`config.mk`:
```
export PLATFORM = sky130hd
export DESIGN_NAME = pcie_crst_monitor
export DESIGN_NICKNAME = d
export VERILOG_FILES = /design/src/rtl/crst_pkg.sv /design/src/rtl/ms_tick_gen.sv /design/src/rtl/sat_ms_counter.sv /design/src/rtl/pcie_crst_monitor.sv
export SDC_FILE = /design/constraint.sdc
export NUM_CORES = 1
export LEC_CHECK = 0
export BUFFER_PORTS_ARGS = -buffer_cell sky130_fd_sc_hd__buf_2
export CAP_MARGIN = 40
export CORE_ASPECT_RATIO = 0.9
export CORE_UTILIZATION = 63
export CTS_BUF_LIST = sky130_fd_sc_hd__clkbuf_4 sky130_fd_sc_hd__clkbuf_8
export DETAILED_ROUTE_END_ITERATION = 8
export PLACE_DENSITY_LB_ADDON = 0.3
export SYNTH_ARGS = -nofsm -noshare
export SYNTH_HDL_FRONTEND = slang
export SYNTH_SLANG_ARGS = --single-unit
```
`constraint.sdc`:
```
create_clock -name clk -period 4.3 [get_ports clk]
set_input_delay 0.86 -clock clk [delete_from_list [all_inputs] [get_ports clk]]
set_output_delay 0.86 -clock clk [all_outputs]
set_load 0.05 [all_outputs]
```
`src/rtl/crst_pkg.sv`:
```
package crst_pkg;

    typedef enum logic [2:0] {
        ST_IDLE,
        ST_HOLD,
        ST_WAIT_DET,
        ST_WAIT_ACT,
        ST_DONE
    } crst_state_e;

    typedef struct packed {
        crst_state_e st;
        logic        v_hold;
        logic        v_det;
        logic        v_act;
    } crst_regs_t;

    localparam int NUM_WIN = 3;
    localparam int WIN_HOLD = 0;
    localparam int WIN_DET  = 1;
    localparam int WIN_ACT  = 2;

endpackage

```
`src/rtl/ms_tick_gen.sv`:
```
module ms_tick_gen #(
    parameter int CLK_PER_MS = 200000
) (
    input  logic clk,
    input  logic rst_n,
    input  logic restart_i,
    output logic tick_o
);
    localparam int SUB_W = (CLK_PER_MS > 1) ? $clog2(CLK_PER_MS) : 1;

    generate
        if (CLK_PER_MS > 1) begin : g_div
            localparam logic [SUB_W-1:0] SUB_LAST = SUB_W'(CLK_PER_MS - 1);
            logic [SUB_W-1:0] sub_d, sub_q;

            always_comb begin
                sub_d = sub_q;
                if (restart_i || sub_q == SUB_LAST) sub_d = '0;
                else                                sub_d = sub_q + 1'b1;
            end

            always_ff @(posedge clk or negedge rst_n) begin
                if (!rst_n) sub_q <= '0;
                else        sub_q <= sub_d;
            end

            assign tick_o = (sub_q == SUB_LAST);

            // millisecond ticks are spaced by CLK_PER_MS cycles, never back to back
            assert_tick_spacing_R2: assert property (@(posedge clk) disable iff (!rst_n)
                tick_o |=> !tick_o);
        end else begin : g_pass
            logic unused_restart;
            assign unused_restart = restart_i;
            assign tick_o = 1'b1;
        end
    endgenerate

endmodule

```
`src/rtl/sat_ms_counter.sv`:
```
module sat_ms_counter #(
    parameter int W = 16
) (
    input  logic         clk,
    input  logic         rst_n,
    input  logic         clr_i,
    input  logic         inc_i,
    output logic [W-1:0] cnt_o
);
    localparam logic [W-1:0] CNT_MAX = '1;

    logic [W-1:0] cnt_d, cnt_q;

    always_comb begin
        cnt_d = cnt_q;
        if (clr_i)                          cnt_d = '0;
        else if (inc_i && cnt_q != CNT_MAX) cnt_d = cnt_q + 1'b1;
    end

    always_ff @(posedge clk or negedge rst_n) begin
        if (!rst_n) cnt_q <= '0;
        else        cnt_q <= cnt_d;
    end

    assign cnt_o = cnt_q;

    // once saturated the counter holds its value until cleared
    assert_sat_hold_R9: assert property (@(posedge clk) disable iff (!rst_n)
        (cnt_q == CNT_MAX && !clr_i) |=> cnt_q == CNT_MAX);

    // an interval advances by at most one millisecond per cycle
    assert_single_step_R2: assert property (@(posedge clk) disable iff (!rst_n)
        !clr_i |=> (cnt_q == $past(cnt_q)) || (cnt_q == $past(cnt_q) + 1'b1));

endmodule

```
`src/rtl/pcie_crst_monitor.sv`:
```
module pcie_crst_monitor
    import crst_pkg::*;
#(
    parameter int CLK_PER_MS    = 200000,
    parameter int CNT_W         = 16,
    parameter int LTSSM_W       = 5,
    parameter int MIN_HOLD_MS   = 100,
    parameter int DETECT_MAX_MS = 20,
    parameter int ACTIVE_MAX_MS = 100,
    parameter logic [LTSSM_W-1:0] DETECT_CODE = 'h01,
    parameter logic [LTSSM_W-1:0] L0_CODE     = 'h10
) (
    input  logic               clk,
    input  logic               rst_n,
    input  logic               pwr_good_i,
    input  logic               perst_n_i,
    input  logic [LTSSM_W-1:0] ltssm_i,
    input  logic               rx_elec_idle_i,
    input  logic               viol_clr_i,
    output logic               viol_hold_o,
    output logic               viol_detect_o,
    output logic               viol_active_o,
    output logic               done_o,
    output logic [CNT_W-1:0]   ms_hold_o,
    output logic [CNT_W-1:0]   ms_detect_o,
    output logic [CNT_W-1:0]   ms_active_o
);
    localparam logic [CNT_W-1:0] HOLD_LIM = CNT_W'(MIN_HOLD_MS);
    localparam logic [CNT_W-1:0] DET_LIM  = CNT_W'(DETECT_MAX_MS);
    localparam logic [CNT_W-1:0] ACT_LIM  = CNT_W'(ACTIVE_MAX_MS);

    crst_regs_t r_d, r_q;

    logic               tick;
    logic               start_meas;
    logic               release_ev;
    logic [NUM_WIN-1:0] win_en;
    logic [CNT_W-1:0]   win_cnt [NUM_WIN];

    logic det_hit, link_up, det_late, act_late, aborted;

    assign det_hit  = (ltssm_i == DETECT_CODE);
    assign link_up  = (ltssm_i == L0_CODE) && !rx_elec_idle_i;
    assign det_late = (win_cnt[WIN_DET] >= DET_LIM);
    assign act_late = (win_cnt[WIN_ACT] >= ACT_LIM);
    assign aborted  = !pwr_good_i || !perst_n_i;

    ms_tick_gen #(.CLK_PER_MS(CLK_PER_MS)) u_tick (
        .clk       (clk),
        .rst_n     (rst_n),
        .restart_i (start_meas | release_ev),
        .tick_o    (tick)
    );

    generate
        for (genvar g = 0; g < NUM_WIN; g++) begin : g_win
            sat_ms_counter #(.W(CNT_W)) u_cnt (
                .clk   (clk),
                .rst_n (rst_n),
                .clr_i (start_meas),
                .inc_i (win_en[g] & tick),
                .cnt_o (win_cnt[g])
            );
        end
    endgenerate

    always_comb begin
        r_d        = r_q;
        start_meas = 1'b0;
        release_ev = 1'b0;
        win_en     = '0;
        if (viol_clr_i) begin
            r_d.v_hold = 1'b0;
            r_d.v_det  = 1'b0;
            r_d.v_act  = 1'b0;
        end
        unique case (r_q.st)
            ST_IDLE: begin
                if (pwr_good_i && !perst_n_i) begin
                    r_d.st     = ST_HOLD;
                    start_meas = 1'b1;
                end
            end
            ST_HOLD: begin
                if (!pwr_good_i) begin
                    r_d.st = ST_IDLE;
                end else if (perst_n_i) begin
                    r_d.st     = ST_WAIT_DET;
                    release_ev = 1'b1;
                    if (win_cnt[WIN_HOLD] < HOLD_LIM) r_d.v_hold = 1'b1;
                end else begin
                    win_en[WIN_HOLD] = 1'b1;
                end
            end
            ST_WAIT_DET: begin
                if (aborted) begin
                    r_d.st = ST_IDLE;
                end else if (act_late) begin
                    r_d.st    = ST_DONE;
                    r_d.v_act = 1'b1;
                    r_d.v_det = 1'b1;
                end else begin
                    win_en[WIN_ACT] = 1'b1;
                    if (det_late) r_d.v_det = 1'b1;
                    if (det_hit) r_d.st = ST_WAIT_ACT;
                    else         win_en[WIN_DET] = 1'b1;
                end
            end
            ST_WAIT_ACT: begin
                if (aborted) begin
                    r_d.st = ST_IDLE;
                end else if (act_late) begin
                    r_d.st    = ST_DONE;
                    r_d.v_act = 1'b1;
                end else if (link_up) begin
                    r_d.st = ST_DONE;
                end else begin
                    win_en[WIN_ACT] = 1'b1;
                end
            end
            ST_DONE: begin
                if (aborted) r_d.st = ST_IDLE;
            end
            default: r_d.st = ST_IDLE;
        endcase
    end

    always_ff @(posedge clk or negedge rst_n) begin
        if (!rst_n) r_q <= '{st: ST_IDLE, v_hold: 1'b0, v_det: 1'b0, v_act: 1'b0};
        else        r_q <= r_d;
    end

    assign viol_hold_o   = r_q.v_hold;
    assign viol_detect_o = r_q.v_det;
    assign viol_active_o = r_q.v_act;
    assign done_o        = (r_q.st == ST_DONE);
    assign ms_hold_o     = win_cnt[WIN_HOLD];
    assign ms_detect_o   = win_cnt[WIN_DET];
    assign ms_active_o   = win_cnt[WIN_ACT];

    // violation flags persist until a clear pulse
    assert_hold_sticky_R8: assert property (@(posedge clk) disable iff (!rst_n)
        (viol_hold_o && !viol_clr_i) |=> viol_hold_o);
    assert_detect_sticky_R8: assert property (@(posedge clk) disable iff (!rst_n)
        (viol_detect_o && !viol_clr_i) |=> viol_detect_o);

    // Detect deadline reached while still waiting raises the flag next cycle
    assert_detect_late_R4: assert property (@(posedge clk) disable iff (!rst_n)
        (r_q.st == ST_WAIT_DET && det_late && !aborted) |=> viol_detect_o);

    // active deadline ends the sequence with a flag
    assert_active_deadline_R6: assert property (@(posedge clk) disable iff (!rst_n)
        ((r_q.st == ST_WAIT_DET || r_q.st == ST_WAIT_ACT) && act_late && !aborted)
        |=> (done_o && viol_active_o));

    // done only rises for a recognised active link or a timeout
    assert_done_cause_R5: assert property (@(posedge clk) disable iff (!rst_n)
        $rose(done_o) |-> ($past(link_up) || viol_active_o));

    // losing supply good drops done
    assert_abort_R7: assert property (@(posedge clk) disable iff (!rst_n)
        !pwr_good_i |=> !done_o);

endmodule

```
---- Word-level counts from Yosys, hierarchy flattened ----
Index checks and enable logic that the tools add are counted.
cells by class
  bitwise gates (word level) .............. 4
  add/sub/neg operators ................... 4
  multiplexer cells ....................... 45
  reductions and logical operators ........ 15
  eq/ne operators ......................... 15
  order comparisons ....................... 3
operators by type and width
  cell                     count
  $mux W16                 6
  $add A16 B1 Y16 const B  3
  $ne A16 B16 Y1 const B   3
  $mux W3                  10
  $mux W1                  21
  $add A18 B1 Y18 const B  1
  $eq A18 B18 Y1 const B   1
  $mux W18                 1
  $ge A16 B5 Y1 const B    1
  $ge A16 B7 Y1 const B    1
  $lt A16 B7 Y1 const B    1
  $pmux W3 S5              1
  $ne A4 B4 Y1 const B     2
  $eq A3 B2 Y1 const B     2
  $mux W2                  3
  $reduce_bool A2 Y1       3
  $eq A5 B1 Y1 const B     1
  $eq A5 B5 Y1 const B     1
  $logic_and A1 B1 Y1      5
  $reduce_and A5 Y1        1
  $mux W4                  1
  $pmux W1 S2              2
  $and A1 B1 Y1            3
  $eq A3 B1 Y1 const B     1
  8 further kinds          11
word-level totals
  output and inout bits ................... 52
  input port bits ......................... 11
  register bits ........................... 72
  logic and storage cells ................. 94

---- Logic depth before layout (Yosys ltp) ----
  depth after elaboration ................. 10
  depth in mapped cells ................... 8
  depth with buffers taken out ............ 6

---- Modules after synthesis ----
Synthesis repeated with hierarchy kept, for this count alone.
second synthesis, totals
  cell total of the unflattened synthesis .. 436
  area, all modules ....................... 4,169.0 um^2
by module, submodules not included
  module             cells each  area an instance (um^2)  instances  sequential area each (um^2)
  sat_ms_counter     98          942.2                    3          400.4
  ms_tick_gen        92          923.4                    1          450.4
  pcie_crst_monitor  50          419.2                    1          150.1

---- Worst setup path after synthesis ----
Ideal clock, no wire load.
  path kind ............................... flip-flop to flip-flop
  start point ............................. register u_tick.g_div.sub_q[15]
  end point ............................... register g_win[0].u_cnt.cnt_q[10]
  arrival ................................. 2,662 ps
  period minus slack after synthesis ...... 2,739 ps
  data required time ...................... 4,222 ps
  buffers on the path ..................... 1
  setup time .............................. 78 ps
  path slack .............................. 1,561 ps
  stages on the path, launching flop included .. 7
  path through ............................ dfrtp_1 -> or4b_1 -> or4_4 -> or4_1 -> buf_2 -> or4b_1 -> a21oi_1
between the ends
  longest elaborated chain between the ends .. 4
ends and longest elaborated chain
  element                              line                     RTL
  start, declared                      ms_tick_gen.sv:14        logic [SUB_W-1:0] sub_d, sub_q;
  start signal, assigned               ms_tick_gen.sv:24        else sub_q <= sub_d;
  $eq A18 B18 Y1                       ms_tick_gen.sv:27        assign tick_o = (sub_q == SUB_LAST);
  $and A1 B1 Y1                        pcie_crst_monitor.sv:61  .inc_i (win_en[g] & tick),
  $logic_and A1 B1 Y1                  sat_ms_counter.sv:17     else if (inc_i && cnt_q != CNT_MAX) cnt_d = cnt_q + 1'b1;
  $reduce_bool A2 Y1 (no source line)  --
  end signal, assigned                 sat_ms_counter.sv:22     else cnt_q <= cnt_d;
  end, declared                        sat_ms_counter.sv:12     logic [W-1:0] cnt_d, cnt_q;
Every way passes these cells.
A chain may end at the register's enable or synchronous reset.

---- Final worst setup path ----
  start point ............................. register u_tick.g_div.sub_q[12]
  end point ............................... register g_win[0].u_cnt.cnt_q[10]
Same word-level chain as after synthesis.

==> impl_results.md <==
- Gp weighted congestion: 0.8867
- Synth top area share: a little under half
- Worst slew pin tran: around 0.74 ns
- Core ar.: just over 0.006 mm2
- #FFs+latches synth: 72
- CP Buf/Inv Count: 0
- Synth async-reset ratio: 100.0%
- Seq/Total Area, Yosys: a little under half
- Top delay family on crit path: simple AND/OR/NAND/NOR gates
- Largest net degree at the start of global routing: 34
- Worst-path cell chain: or4b_1 -> or4_4 -> or4_1 -> or4b_1 -> a21oi_1
- Synth unique cells: approximately 50
- Slowest Stage Delay on Critical Path: ~0.7 ns
- Critical Path RT: between 4 and 5 ns
- Port Buf Inserts: 62
- Die W: 85.85 um
- Most frequent CP cell: or4b_1
- Share of cells above drive strength 1: a little under a fifth
- Setup_tns: 0 ns
- Hold Crit Class: primary input to asynchronous set/reset pin
- DIE AREA: ~0.0067 mm2
- Pre-CTS WS: ~1.4 ns
- RSZ-0062 raised after global routing: no
- Max-Slew Margin vs Limit: about half
- Total via count in the routed design: approximately 3700
- Synth area leader: dfrtp_1
- Placement Cell Area: 0.004380 mm2
- Setup slack, reg-to-reg: ~1.4 ns
- H-tree depth: 3
- Critical setup path kind: flip-flop to flip-flop
- Syn_nets: about 460
- Vias per cell: 6.263
- Final period utilization: 68.04%
- Post-cts gate resize count: 0
- DR iter-0 viols: approximately 280
- Most frequent cells in the layout: 72 x dfrtp_1, 62 x buf_2, 34 x nand2_1
- Top area cells in the synthesized netlist: dfrtp_1 45%, o31ai_1 4.5%, a21oi_1 4.1%, nand3_1 3.8%, or4_1 3.8%
- Fin util: approximately three quarters
- Row count: 27
- Initial antenna violation count: 0
- Clock skew: around 0.011 ns
- Clk slew on worst S/H paths: approximately 0.080 ns
- Most common library cell in the layout ignoring fill and taps: dfrtp_1
- Cell Area, Synth: around 0.004 mm2
- R2R Path End: g_win[0].u_cnt.cnt_o[10]
- Initial core utilization: 65.19%
- Filler cells: approximately 440
- Critical path launch point type: flip-flop
- CTS tree: built
- 1st-pass router iterations: 5
- Syn. warnings: 0
- Leakage: roughly 2.1 nW
- Crit. End Element: flip-flop
- Cells after Synth: around 440
- Post-detail-place hpwl: between 6000 and 7000 um
- Antenna Nets Post-Route: 0
- Crit path time final: between 2 and 3 ns
- Setup bufs post-CTS: 0
- Total Power: approximately 1.6 mW
- Fmax: approximately 0.34 GHz
- PnR worst setup slack: about 1.4 ns
- CTS buffer count: 9
- Worst vdd ir: 0.0002762 V
- Global-route wire length before repair: about 16000 um
- Clk Latency, worst-skew pair: between 0.3 and 0.4 ns
- Clk sinks: 72
- EDFF count, synth: 0
- Vias in the first global route: 3510
- Setup violators final: 0
- WL per Instance: 15.94 um
- Final Net Count: 515
- I/O Pins: between 60 and 70
- Primary FF master, synth: dfrtp_1
- Largest fanout on the critical path: 9
- GRT Util Overall: a little over 30%
- Final wirelength: 9403 um
- Clk root buf: clkbuf_8
- Outcome: finished clean
- R2r startpoint: u_tick.g_div.sub_q[12]
- Cells on worst reg2reg path: 5
- Crit path arrival time: around 3.2 ns
- Ant. Diodes: 0
- Worst-path cell with the longest stage delay: or4_1
- Final Hold Viols: 0
- Area growth from synthesis to layout: 16.13%
- Syn_area_per_cell: 9.101 um2
- Post-route cell area: approximately 0.0046 mm2
- Power Dens Cells: ~340 mW/mm2
- Max-cap violation count: 0
- GRT overflow: 0
- Hold_buf cts: 0
- DRC viols: 0
- Die H: about 77 um
- Final slew viol count: 0
- Clock buffer depth: 2
-- cell type report --
| class | count | area, um2 | area share (%) |
|---|---|---|---|
| Multi-Input combinational cell | 329 | 2027 | 43.78 |
| Sequential cell | 72 | 1802 | 38.92 |
| Timing Repair Buffer | 68 | 375.4 | 8.108 |
| Clock buffer | 11 | 145.1 | 3.135 |
| Tap cell | 87 | 108.9 | 2.351 |
| Clock inverter | 5 | 103.9 | 2.243 |
| Inverter | 18 | 67.56 | 1.459 |
-- power by group --
part	switching (mW)	internal (mW)
combinational	0.102	0.0540
sequential	0.0331	0.700
clock	0.260	0.408
total	0.395	1.16
-- stage by stage --
step                hold slack [ns]  std cells
finish                       0.4277        590
detailed placement           0.5048        574
global placement             0.4967        571
CTS                          0.4291        590
global route                 0.4457        590
floorplan                    0.4758        438
-- layer usage --
metal	part of all wire, %	global-route usage [%]	up-vias
met5	0	0	-
li1	-	-	1756
met1	42	38.79	1791
met4	1.6	9.333	0
met3	5.8	7.128	22
met2	50	51.92	126
-- cell families after synthesis --
group	after synthesis	synth area share, %
multiplexers	6	1.507
XOR/XNOR	14	3.076
adder cells (fa/ha/maj)	6	1.883
flip-flops	72	45.20
AND/OR/NAND/NOR	220	31.14
buffers and inverters	37	3.955
AO/OA/AOI/OAI	83	13.25
-- cells in the mapped netlist, types with 13 or more instances --
library cell,n
a21oi_1,33
clkbuf_1,14
dfrtp_1,72
inv_1,18
nand2_1,34
nand3_1,30
nor2_1,31
nor3_1,16
o31ai_1,24
or3_1,13
or4_1,20
-- sequential cells by signal, summed over array words and instances, names as in the netlist --
register,count
viol_hold_o,1
u_tick.g_div.sub_q,18
viol_active_o,1
g_win.u_cnt.cnt_o,48
viol_detect_o,1
r_q,3
-- worst max-delay path by stage --
| stage | startpoint | endpoint | slack, ns | cells after the start |
|---|---|---|---|---|
| 3_5_place_dp | u_tick.g_div.sub_q[12] | g_win[0].u_cnt.cnt_o[10] | 1.39 | 5 |
| 4_1_cts | u_tick.g_div.sub_q[12] | g_win[0].u_cnt.cnt_o[10] | 1.37 | 5 |
| 5_1_grt | g_win[2].u_cnt.cnt_o[4] | g_win[1].u_cnt.cnt_o[10] | 1.25 | 5 |
| 2_1_floorplan | u_tick.g_div.sub_q[15] | g_win[0].u_cnt.cnt_o[10] | 1.56 | 6 |
| 6_report | u_tick.g_div.sub_q[12] | g_win[0].u_cnt.cnt_o[10] | 1.37 | 5 |
| 3_3_place_gp | perst_n_i | g_win[1].u_cnt.cnt_o[10] | 1.46 | 6 |
(Power assumes the default switching activity.)
